[config.mk]
export PLATFORM = sky130hd
export DESIGN_NAME = cmpout_wavegen
export DESIGN_NICKNAME = d
export VERILOG_FILES = /design/src/rtl/cmpout_pkg.sv /design/src/rtl/cmpout_mode_decode.sv /design/src/rtl/cmpout_channel.sv /design/src/rtl/cmpout_wavegen.sv
export SDC_FILE = /design/constraint.sdc
export NUM_CORES = 1
export LEC_CHECK = 0
export ABC_AREA = 1
export BUFFER_PORTS_ARGS = -buffer_cell sky130_fd_sc_hd__buf_2
export CAP_MARGIN = 20
export CORE_AREA = 3 3 40 42
export CTS_CLUSTER_DIAMETER = 150
export DETAILED_ROUTE_END_ITERATION = 12
export DIE_AREA = 0 0 43 45
export GPL_TIMING_DRIVEN = 0
export PLACE_DENSITY_LB_ADDON = 0.3
export SKIP_CTS_REPAIR_TIMING = 1
export SLEW_MARGIN = 15
export SYNTH_ARGS = -nofsm -noshare
export SYNTH_HDL_FRONTEND = slang
export SYNTH_SLANG_ARGS = --single-unit
[constraint.sdc]
create_clock -name clk -period 2.3 [get_ports clk]
set_input_delay 0.46 -clock clk [delete_from_list [all_inputs] [get_ports clk]]
set_output_delay 0.46 -clock clk [all_outputs]
set_load 0.05 [all_outputs]
[src/rtl/cmpout_pkg.sv]
`timescale 1ns/1ps
package cmpout_pkg;
   typedef enum logic [1:0] {
      CLS_PLAIN = 2'd0,
      CLS_FAST  = 2'd1,
      CLS_DUAL  = 2'd2,
      CLS_VOID  = 2'd3
   } mode_cls_t;

   localparam logic [1:0] CODE_OFF = 2'b00;
   localparam logic [1:0] CODE_TGL = 2'b01;
   localparam logic [1:0] CODE_LO  = 2'b10;
   localparam logic [1:0] CODE_HI  = 2'b11;
endpackage

[src/rtl/cmpout_mode_decode.sv]
`timescale 1ns/1ps
module cmpout_mode_decode
   import cmpout_pkg::*;
#(
   parameter int MODE_W = 4,
   parameter logic [(1<<MODE_W)-1:0] PLAIN_SET = 16'h1011,
   parameter logic [(1<<MODE_W)-1:0] FAST_SET  = 16'hC0E0,
   parameter logic [(1<<MODE_W)-1:0] DUAL_SET  = 16'h0F0E,
   parameter logic [(1<<MODE_W)-1:0] TGL_SET   = 16'hCA00
) (
   input  logic [MODE_W-1:0] mode,
   output mode_cls_t         cls,
   output logic              tgl_ok
);
   localparam int NMODES = 1 << MODE_W;

   if (MODE_W < 1 || MODE_W > 8) begin : g_bad_width
      $error("cmpout_mode_decode: MODE_W out of range");
   end
   if (((PLAIN_SET & FAST_SET) | (PLAIN_SET & DUAL_SET) | (FAST_SET & DUAL_SET)) != '0) begin : g_overlap
      $error("cmpout_mode_decode: mode classes overlap");
   end
   if ((TGL_SET & ~(FAST_SET | DUAL_SET)) != '0) begin : g_bad_tgl
      $error("cmpout_mode_decode: toggle modes must be PWM modes");
   end

   logic [NMODES-1:0] sel;
   assign sel = NMODES'(1) << mode;

   always_comb begin
      if ((sel & PLAIN_SET) != '0)     cls = CLS_PLAIN;
      else if ((sel & FAST_SET) != '0) cls = CLS_FAST;
      else if ((sel & DUAL_SET) != '0) cls = CLS_DUAL;
      else                             cls = CLS_VOID;
   end

   assign tgl_ok = (sel & TGL_SET) != '0;
endmodule

[src/rtl/cmpout_channel.sv]
`timescale 1ns/1ps
module cmpout_channel
   import cmpout_pkg::*;
#(
   parameter bit   HAS_TGL  = 1'b1,
   parameter logic WAVE_RST = 1'b0
) (
   input  logic      clk,
   input  logic      rst_n,
   input  mode_cls_t cls,
   input  logic      tgl_ok,
   input  logic [1:0] code,
   input  logic      hit,
   input  logic      bottom,
   input  logic      down,
   input  logic      eq_top,
   input  logic      dir,
   output logic      wave,
   output logic      ovr,
   output logic      oe
);
   localparam logic TGL_GATE = HAS_TGL;

   logic wave_q, wave_d, active, tgl_en;

   assign tgl_en = tgl_ok & TGL_GATE;

   always_comb begin
      active = 1'b0;
      wave_d = wave_q;
      unique case (cls)
         CLS_PLAIN: begin
            active = (code != CODE_OFF);
            if (hit) begin
               case (code)
                  CODE_TGL: wave_d = ~wave_q;
                  CODE_LO:  wave_d = 1'b0;
                  CODE_HI:  wave_d = 1'b1;
                  default:  wave_d = wave_q;
               endcase
            end
         end
         CLS_FAST: begin
            if (code[1]) begin
               active = 1'b1;
               if (hit && !eq_top) wave_d = code[0];
               else if (bottom)    wave_d = ~code[0];
            end else if (code[0] && tgl_en) begin
               active = 1'b1;
               if (hit) wave_d = ~wave_q;
            end
         end
         CLS_DUAL: begin
            if (code[1]) begin
               active = 1'b1;
               if (eq_top)   wave_d = code[0];
               else if (hit) wave_d = code[0] ^ down;
            end else if (code[0] && tgl_en) begin
               active = 1'b1;
               if (hit) wave_d = ~wave_q;
            end
         end
         default: active = 1'b0;
      endcase
   end

   always_ff @(posedge clk) begin
      if (!rst_n) wave_q <= WAVE_RST;
      else        wave_q <= wave_d;
   end

   assign wave = wave_q;
   assign ovr  = active;
   assign oe   = active & dir;

   assert_reset_value_R1: assert property (@(posedge clk)
      !rst_n |=> (wave_q == WAVE_RST));

   assert_hold_when_off_R2: assert property (@(posedge clk) disable iff (!rst_n)
      !ovr |=> $stable(wave_q));

   assert_plain_set_R4: assert property (@(posedge clk) disable iff (!rst_n)
      (cls == CLS_PLAIN && code == CODE_HI && hit) |=> wave_q);

   assert_fast_top_ignored_R9: assert property (@(posedge clk) disable iff (!rst_n)
      (cls == CLS_FAST && code[1] && eq_top && !bottom) |=> $stable(wave_q));

   assert_dual_top_level_R10: assert property (@(posedge clk) disable iff (!rst_n)
      (cls == CLS_DUAL && code[1] && eq_top) |=> (wave_q == $past(code[0])));
endmodule

[src/rtl/cmpout_wavegen.sv]
`timescale 1ns/1ps
module cmpout_wavegen
   import cmpout_pkg::*;
#(
   parameter int MODE_W = 4,
   parameter logic [(1<<MODE_W)-1:0] PLAIN_SET = 16'h1011,
   parameter logic [(1<<MODE_W)-1:0] FAST_SET  = 16'hC0E0,
   parameter logic [(1<<MODE_W)-1:0] DUAL_SET  = 16'h0F0E,
   parameter logic [(1<<MODE_W)-1:0] TGL_SET   = 16'hCA00,
   parameter logic WAVE_RST = 1'b0
) (
   input  logic              clk,
   input  logic              rst_n,
   input  logic [MODE_W-1:0] tmr_mode,
   input  logic [1:0]        code_a,
   input  logic [1:0]        code_b,
   input  logic              hit_a,
   input  logic              hit_b,
   input  logic              at_bottom,
   input  logic              count_down,
   input  logic              a_eq_top,
   input  logic              b_eq_top,
   input  logic              dir_a,
   input  logic              dir_b,
   output logic              wave_a,
   output logic              wave_b,
   output logic              ovr_a,
   output logic              ovr_b,
   output logic              oe_a,
   output logic              oe_b
);
   localparam int NCH = 2;

   mode_cls_t cls;
   logic      tgl_ok;

   cmpout_mode_decode #(
      .MODE_W(MODE_W), .PLAIN_SET(PLAIN_SET), .FAST_SET(FAST_SET),
      .DUAL_SET(DUAL_SET), .TGL_SET(TGL_SET)
   ) u_dec (
      .mode(tmr_mode), .cls(cls), .tgl_ok(tgl_ok)
   );

   logic [1:0]     ch_code [NCH];
   logic [NCH-1:0] ch_hit, ch_top, ch_dir, ch_wave, ch_ovr, ch_oe;

   assign ch_code[0] = code_a;
   assign ch_code[1] = code_b;
   assign ch_hit = {hit_b, hit_a};
   assign ch_top = {b_eq_top, a_eq_top};
   assign ch_dir = {dir_b, dir_a};

   for (genvar i = 0; i < NCH; i++) begin : g_ch
      cmpout_channel #(.HAS_TGL(i == 0), .WAVE_RST(WAVE_RST)) u_ch (
         .clk(clk), .rst_n(rst_n), .cls(cls), .tgl_ok(tgl_ok),
         .code(ch_code[i]), .hit(ch_hit[i]), .bottom(at_bottom),
         .down(count_down), .eq_top(ch_top[i]), .dir(ch_dir[i]),
         .wave(ch_wave[i]), .ovr(ch_ovr[i]), .oe(ch_oe[i])
      );
   end

   assign wave_a = ch_wave[0];
   assign wave_b = ch_wave[1];
   assign ovr_a  = ch_ovr[0];
   assign ovr_b  = ch_ovr[1];
   assign oe_a   = ch_oe[0];
   assign oe_b   = ch_oe[1];

   assert_b_no_toggle_R6: assert property (@(posedge clk) disable iff (!rst_n)
      (((FAST_SET | DUAL_SET) >> tmr_mode) & 1) != 0 && code_b == CODE_TGL |-> !ovr_b);

   assert_reserved_off_R11: assert property (@(posedge clk) disable iff (!rst_n)
      (((PLAIN_SET | FAST_SET | DUAL_SET) >> tmr_mode) & 1) == 0 |-> !ovr_a && !ovr_b);
endmodule

Yosys cells after proc, flatten, opt, wreduce, memory -nomap -nowiden
Cells that the tools add are included.

Multiply operators: 0. Bitwise gates (word level): 8. Eq/ne operators: 18. Muxes and demuxes: 28. Shifts and indexed selects: 1. Reductions and logical operators: 16. $lt $le $gt $ge: 0. Add/sub/neg operators: 0. Divide/modulo/power cells: 0.

Operators by type and width (count): 16-bit nonzero test (4); 1-bit two-way mux (20); 1-bit by 4-bit left shift with 16-bit output, first input constant (1); 1-bit one-hot mux with 3 select lines (4); 2-bit == test, second input constant (5); 2-bit != test, second input constant (4); 4-bit != test, second input constant (2); 7-bit AND reduction (1); 2-bit by 1-bit == test with 1-bit output, second input constant (3); 5-bit AND reduction (1); 2-bit two-way mux (2); 4-bit by 1-bit != test with 1-bit output, second input constant (1); 4-bit by 3-bit != test with 1-bit output, second input constant (1); 1-bit inverter (4); 1-bit one-hot mux with 2 select lines (2); 2-bit nonzero test (2); 1-bit logical AND (3); 3-bit by 2-bit != test with 1-bit output, second input constant (1); 3-bit != test, second input constant (1); 3-bit nonzero test (1); 1-bit AND (2); 1-bit zero test (2); 2-bit zero test (1); 2-bit OR reduction (1); 1-bit bitwise XOR (2).

Bits in latches: 0. Bits in writable memories: 0. Output and inout bits: 6. Memory bits (read-only): 0. Word-level logic and storage cells: 73. Input bits: 18. Register bits: 2. Memories: 0.

Longest topological paths before layout
Gate-level depths: netlist of run 1.

Depth in word-level cells: 9. Gate-level depth with buffers: 13. Depth with buffers taken out: 13.

Hierarchy
Synthesis of run 1 repeated with hierarchy kept, for this count alone.

Cells, all modules: 118. Area, all modules: 655.6 um2.

Modules (own cells, without submodules): cmpout_channel (g_ch[0].u_ch) (cells each 58, area each 302.8 um2, instances 1, sequential area each 20.0 um2); cmpout_channel (g_ch[1].u_ch) (cells each 47, area each 300.3 um2, instances 1, sequential area each 20.0 um2); cmpout_mode_decode (cells each 13, area each 52.6 um2, instances 1, sequential area each 0.0 um2).

Worst setup path after synthesis of run 1
Ideal clock, no wire load.

Path type: input-to-output. From: in tmr_mode[0]. To: out oe_b. Arrival: 2584 ps. Stages: 8. Slack: -744 ps. Path buffers: 0. Cells stage by stage: inv_1 > nor2_1 > o21ai_0 > inv_1 > ha_1 > nand2_1 > o21a_1 > nor3b_1.

Word-level cells in the longest chain between the ends: 9. Elaborated cells on any way between the ends: 13. Classes of those cells: eq/ne (2); shift (1); mux (4); bitwise (1); reduce/logical (5).

Ends and longest elaborated chain: start, declared (RTL line cmpout_wavegen.sv:14) `input logic [MODE_W-1:0] tmr_mode,`; 1-bit by 4-bit left shift with 16-bit output * (RTL line cmpout_mode_decode.sv:28) `assign sel = NMODES'(1) << mode;`; 16-bit nonzero test (RTL line cmpout_mode_decode.sv:33) `else if ((sel & DUAL_SET) != '0) cls = CLS_DUAL;`; 1-bit two-way mux (RTL line cmpout_mode_decode.sv:33); 2-bit two-way mux (RTL line cmpout_mode_decode.sv:32) `else if ((sel & FAST_SET) != '0) cls = CLS_FAST;`; 2-bit two-way mux * (RTL line cmpout_mode_decode.sv:31) `if ((sel & PLAIN_SET) != '0) cls = CLS_PLAIN;`; 2-bit by 1-bit == test with 1-bit output / 2-bit == test (equally long branches); 2-bit OR reduction (no line); 1-bit one-hot mux with 2 select lines * (RTL line cmpout_channel.sv:31) `unique case (cls)`; 1-bit AND * (RTL line cmpout_channel.sv:74) `assign oe = active & dir;`; end, declared (RTL line cmpout_wavegen.sv:30) `output logic oe_b`.

Mark *: on every way between the ends. The rest lies on a longest branch, timed or not.

Final worst setup path of run 1
Ends and elaborated chain as after synthesis.

==> results.py, run 1 <==
metrics = {
    "critical_path": {
        "crit_required_ns": 1.84,
        "cp_max_fo": 4,
        "critPathKind": "in2out",
        "arrival_ns": 1.80,
        "reg2reg_to": "g_ch[0].u_ch.wave",
        "timing.rr.start": "g_ch[0].u_ch.wave",
        "r2r_setup_slack_ns": 1.37,
        "crit_path_end_kind": "output port",
        "critPathLaunchType": "input port",
        "rr_worst_depth": 8,
    },
    "synthesis": {
        "synthMuxAreaShare": 0,
        "synth_top_area_share": 0.208,
        "synth_cell_types": 16,
        "synth-xor-area-share": 0,
        "ys_async_sr_fraction": 0,
        "synth.cell_area_um2": 578,
        "yosysTopAreaCell": "nand2_1",
        "synth_warnings": 0,
        "ys.flop_type": "dfxtp_1",
        "ys_ff_latch": 2,
        "synthAdderAreaFrac": 0.195,
        "synth_area_leaders": "nand2_1, ha_1, inv_1",
        "synth_compound_area_frac": 0.154,
        "syn_nets": 135,
        "synth_top_family_by_area": "simple AND/OR/NAND/NOR gates",
        "synth_edf_count": 0,
        "yosysSeqAreaShare": 0.0693,
        "postSynthCellCount": 108,
        "synth-simple-area-share": 0.446,
        "synth_most_common_cell": "nand2_1",
        "synth_commonest_cells": "nand2_1, inv_1, nand3_1, nor2_1, ha_1",
        "syn_avg_cell_area_um2": 5.35,
    },
    "cells_and_area": {
        "area_delta_synth_final_pct": 53.5,
        "layout-drive-gt1-share": 0.365,
        "antenna_cells": 0,
        "fin_util": 0.690,
        "final_cells": 152,
        "fin_nets": 166,
        "largest_reg_flops": 2,
        "num-fill-cells": 111,
    },
    "detailed_routing": {
        "drt_pass1_iterations": 4,
        "drt-total-wl_mm": 1.63,
        "drtAntennaViolNets": 0,
        "via_per_inst": 5.02,
        "via_count": 763,
        "drc_errors": 0,
        "wl_per_cell_um": 10.7,
        "drt-initial-drc-count": 15,
    },
    "clocking": {
        "clock_latency_ns": 0.22,
        "htreeDepth": 1,
        "cts_tree": "yes",
        "cts_made_buffers": 3,
        "clk_pin_slew_worst_paths_ns": 0.03,
        "clockRootBuffer": "clkbuf_4",
        "tritoncts_num_sinks": 2,
        "max-clock-path-buffers": 2,
    },
    "global_routing": {
        "grt_usage": 0.159,
        "antenna_found_initial": 0,
        "grt_pass1_wl_mm": 2.41,
        "first_global_vias": 614,
        "grt_max_degree": 7,
        "grt_overflow": 0,
    },
    "sta": {
        "worst_pin_slew_ns": 0.276,
        "slew_headroom": 0.816,
        "setup_tns_ns": 0,
        "fin_crit_sh": 0.981,
        "setup_violations": 0,
        "finClkSkew_ns": 0,
        "period_minus_slack_ns": 2.26,
        "hold_viol": 0,
        "finalMaxSlewViolations": 0,
        "clock.fmax_ghz": 0.443,
        "whs_ns": 0.462,
    },
    "power": {
        "p_per_area_nw_per_um2": 406,
        "power_uw": 360,
        "leakage_nw": 0.495,
        "peakVddDrop_uv": 178,
    },
    "placement": {
        "io_buffers": 23,
        "gp_congestion": 0.884,
        "dp_hpwl_mm": 1.23,
        "dp_cells": 146,
    },
    "min_path": {
        "hold-path-cell-count": 3,
        "hold_class": "in2reg",
        "hold_start": "rst_n",
        "holdPathEnd": "g_ch[1].u_ch.wave",
    },
    "floorplanning": {
        "die_area_um2": 1940,
        "coreArea_um2": 1280,
        "io_pins": 24,
        "fp.dieW_um": 43,
        "start_util": 0.450,
        "die_h_um": 45,
        "placementRows": 13,
    },
    "run_status": {
        "outcome": "complete, no violations",
    },
    "run": {
        "drv_cap": 0,
    },
}
## critical path, cell delays in order
cell and delay [ns]:
buf_6 0.12, inv_12 0.05, nor2_4 0.03, o21ai_4 0.18, inv_2 0.09, ha_4 0.29, nand2_1 0.06, o21a_2 0.14
nor3b_4 0.20, buf_6 0.18
## metrics by stage
stage               worst slack (ns)  area, µm²
global route                 -0.0196        887
CTS                           -0.113        803
detailed placement            -0.111        781
global placement             -0.0795        781
finish                        0.0427        887
floorplan                   -0.00407        647
## layer usage
| metal | vias to the layer above | GRT usage | wire (µm) |
|---|---|---|---|
| li1 | 399 | - | - |
| met5 | - | 0 | 0 |
| met2 | 22 | 0.293 | 897 |
| met4 | 0 | 0.0482 | 19 |
| met1 | 340 | 0.184 | 641 |
| met3 | 2 | 0.0359 | 74 |
## layout by cell type, fill, tap and decap left out, types with 2 or more instances in the layout
| cell | instances |
|---|---|
| nand2_1 | 31 |
| buf_4 | 4 |
| clkbuf_4 | 3 |
| buf_6 | 4 |
| ha_4 | 2 |
| nand2_2 | 3 |
| inv_1 | 16 |
| nor2_4 | 2 |
| o21ai_0 | 7 |
| nor2_1 | 8 |
| nand3_1 | 11 |
| buf_2 | 18 |
| ha_1 | 7 |
| a21oi_1 | 4 |
| dfxtp_1 | 2 |
| inv_2 | 3 |
## worst max path at each step
stage | startpoint | to | slack (ns)
3_5_place_dp | tmr_mode[0] | oe_a | -0.11
3_3_place_gp | tmr_mode[0] | oe_a | -0.08
2_1_floorplan | tmr_mode[0] | oe_a | -0.004
4_1_cts | tmr_mode[0] | oe_a | -0.11
6_report | tmr_mode[0] | oe_b | 0.04
5_1_grt | tmr_mode[2] | oe_b | -0.02
## cells by family (layout without fill, tap and decap cells)
group | count (synthesis) | after routing
AOI/OAI and AO/OA | 16 | 16
adders and majority gates | 9 | 9
buffers and inverters | 21 | 50
DFF | 2 | 2
and+or+nand+nor | 60 | 60
## report_power, final
group / switching [mW] / internal (mW)
clock network: 0.0198 / 0.0575
logic: 0.148 / 0.0909
registers: 0.00320 / 0.0400
## final cells by class
class	instances	area (µm²)	share of cell area
Inverter	21	93.8	0.106
Tap cell	15	18.8	0.0212
Multi-Input combinational cell	85	547	0.616
Clock buffer	3	22.5	0.0254
Timing Repair Buffer	26	165	0.186
Sequential cell	2	40.0	0.0451
No activity file was read; power rests on OpenSTA's default activity.
==> run 2: changes to the inputs <==
--- a/config.mk
+++ b/config.mk
@@ -5,7 +5,6 @@
 export SDC_FILE = /design/constraint.sdc
 export NUM_CORES = 1
 export LEC_CHECK = 0
-export ABC_AREA = 1
 export BUFFER_PORTS_ARGS = -buffer_cell sky130_fd_sc_hd__buf_2
 export CAP_MARGIN = 20
 export CORE_AREA = 3 3 40 42
==> run 2 against run 1 <==
  * Final cell count decreased by 21%
  * Cell area decreased by 8.6%
  * Flip-flop and latch count unchanged
  * Sequential power increased by 3%
  * Synthesized area decreased by 11%
  * Routed wire length decreased by 18%
  * Maximum frequency decreased by 1.7%
==> results.py, run 2 <==
metrics = {
    "detailed_routing": {
        "drt-initial-drc-count": 4,
        "drt-total-wl_mm": 1.34,
        "wl_per_cell_um": 11.1,
        "drt_pass1_iterations": 4,
        "drc_errors": 0,
        "drtAntennaViolNets": 0,
        "via_per_inst": 5.12,
        "via_count": 614,
    },
    "clocking": {
        "clk_pin_slew_worst_paths_ns": 0.03,
        "htreeDepth": 1,
        "clock_latency_ns": 0.22,
        "cts_tree": "yes",
        "max-clock-path-buffers": 2,
        "cts_made_buffers": 3,
        "clockRootBuffer": "clkbuf_4",
        "tritoncts_num_sinks": 2,
    },
    "synthesis": {
        "ys_ff_latch": 2,
        "yosysSeqAreaShare": 0.0779,
        "synth_top_family_by_area": "compound AO/OA/AOI/OAI gates",
        "postSynthCellCount": 76,
        "yosysTopAreaCell": "ha_1",
        "synth_compound_area_frac": 0.324,
        "ys.flop_type": "dfxtp_1",
        "syn_nets": 103,
        "synth-simple-area-share": 0.243,
        "synth.cell_area_um2": 514,
        "synthAdderAreaFrac": 0.219,
        "synth_warnings": 0,
        "synth_commonest_cells": "inv_1, ha_1, nand2_1, o21ai_0, a21oi_1",
        "synth_most_common_cell": "inv_1",
        "synth_area_leaders": "ha_1, dfxtp_1, o21ai_0",
        "synthMuxAreaShare": 0.0389,
        "ys_async_sr_fraction": 0,
        "synth_cell_types": 24,
        "syn_avg_cell_area_um2": 6.77,
        "synth-xor-area-share": 0.0170,
        "synth_edf_count": 0,
        "synth_top_area_share": 0.219,
    },
    "floorplanning": {
        "start_util": 0.400,
        "coreArea_um2": 1280,
        "io_pins": 24,
        "placementRows": 13,
        "die_h_um": 45,
        "die_area_um2": 1940,
        "fp.dieW_um": 43,
    },
    "min_path": {
        "hold-path-cell-count": 2,
        "hold_class": "reg2reg",
        "hold_start": "g_ch[1].u_ch.wave",
        "holdPathEnd": "g_ch[1].u_ch.wave",
    },
    "critical_path": {
        "critPathKind": "in2out",
        "arrival_ns": 1.84,
        "cpLargestDelayFamily": "buffers and inverters",
        "crit_required_ns": 1.84,
        "crit_path_end_kind": "output port",
        "cp_common_cell": "buf_8",
        "reg2reg_to": "g_ch[0].u_ch.wave",
        "crit_slowest_cell": "ha_4",
        "timing.rr.start": "g_ch[0].u_ch.wave",
        "worst-path-buf-inv": 3,
        "cp_slowest_stage_delay_ns": 0.29,
        "rr_worst_depth": 3,
        "cp_max_fo": 4,
        "path_cells": "buf_8 > nor2_4 > nor2_2 > a21o_1 > buf_6 > ha_4 > nand2_4 > a21oi_4 > and2_4 > buf_8",
        "r2r_setup_slack_ns": 1.27,
        "critPathLaunchType": "input port",
    },
    "sta": {
        "clock.fmax_ghz": 0.435,
        "fin_crit_sh": 0.999,
        "period_minus_slack_ns": 2.30,
        "worst_pin_slew_ns": 0.382,
        "setup_violations": 0,
        "rsz0062_at_grt": "yes",
        "hold_viol": 0,
        "finalMaxSlewViolations": 0,
        "slew_headroom": 0.743,
        "finClkSkew_ns": 0,
    },
    "placement": {
        "place_area_um2": 694,
        "dp_hpwl_mm": 1.06,
        "io_buffers": 23,
        "gp_congestion": 0.852,
    },
    "global_routing": {
        "first_global_vias": 551,
        "grt_pass1_wl_mm": 2.15,
        "grt_usage": 0.143,
        "grt_overflow": 0,
        "grt_max_degree": 8,
        "antenna_found_initial": 0,
    },
    "cells_and_area": {
        "layout-drive-gt1-share": 0.419,
        "fin_util": 0.631,
        "area_delta_synth_final_pct": 57.7,
        "largest_reg_flops": 2,
        "antenna_cells": 0,
        "layout_commonest_cell": "buf_2",
        "final_cell_mix": "buf_2, inv_1, nand2_1, o21ai_0, ha_1",
        "final_area_um2": 811,
        "fin_nets": 134,
    },
    "run": {
        "drv_cap": 0,
    },
    "power": {
        "p_per_area_nw_per_um2": 422,
        "power_uw": 342,
        "peakVddDrop_uv": 367,
        "leakage_nw": 0.404,
    },
    "run_status": {
        "outcome": "complete, no violations",
    },
}
run 2: changes by cell type in the layout (fill, tap and decap cells not counted), moves of 3 or more:
cell,delta
inv_1,-7
nand2_1,-24
nand2_2,-3
nand2b_1,+3
nand3_1,-11
nor2_1,-5
run 2: logic make-up (layout without fill, tap and decap cells):
group           count (synthesis)  count (layout)
compound gates                 26              26
fa+ha+maj                       9               9
flops                           2               2
buf+inv                        11              40
simple gates                   25              25
xor+xnor                        1               1
mux                             2               2
run 2: worst max path at each step:
stage / startpoint / to / slack (ns) / cells after the start
6_report: tmr_mode[1] / oe_b / 0.003 / 10
3_5_place_dp: tmr_mode[0] / oe_a / -0.22 / 11
3_3_place_gp: tmr_mode[0] / oe_a / -0.19 / 11
5_1_grt: tmr_mode[1] / oe_b / -0.06 / 10
4_1_cts: tmr_mode[0] / oe_a / -0.23 / 11
2_1_floorplan: tmr_mode[0] / oe_b / 0.005 / 8
run 2: layer usage:
metal | global-route usage | part of all wire | vias up
met1 | 0.179 | 0.47 | 260
li1 | - | - | 329
met3 | 0.0637 | 0.076 | 0
met2 | 0.243 | 0.46 | 25
met5 | 0 | 0 | -
met4 | 0 | 0 | 0
run 2: through the flow:
step | hold slack (ns) | worst slack [ns] | std cells | TNS (ns)
after floorplan | 0.591 | 0.00497 | 76 | 0
after global placement | 0.479 | -0.195 | 114 | -0.344
after detailed placement | 0.484 | -0.216 | 114 | -0.465
after CTS | 0.488 | -0.234 | 117 | -0.415
after global routing | 0.499 | -0.0596 | 120 | -0.148
final | 0.481 | 0.00306 | 120 | 0
run 2: final cells by class:
type | count | area [µm²]
multi-input combinational | 63 | 514
fill | 126 | 474
timing repair buffer | 26 | 174
inverter | 11 | 41.3
sequential | 2 | 40.0
clock buffer | 3 | 22.5
tap | 15 | 18.8
run 2: power by group:
part           switching (mW)  internal (mW)
sequential            0.00397         0.0403
combinational           0.129         0.0914
clock                  0.0199         0.0575
total                   0.153          0.189
run 2: worst reg2reg max path, cell delays in order, from the launching register on:
cell and delay [ns]:
dfxtp_1 0.36, xnor2_1 0.13, a211oi_1 0.08, o311a_1 0.35
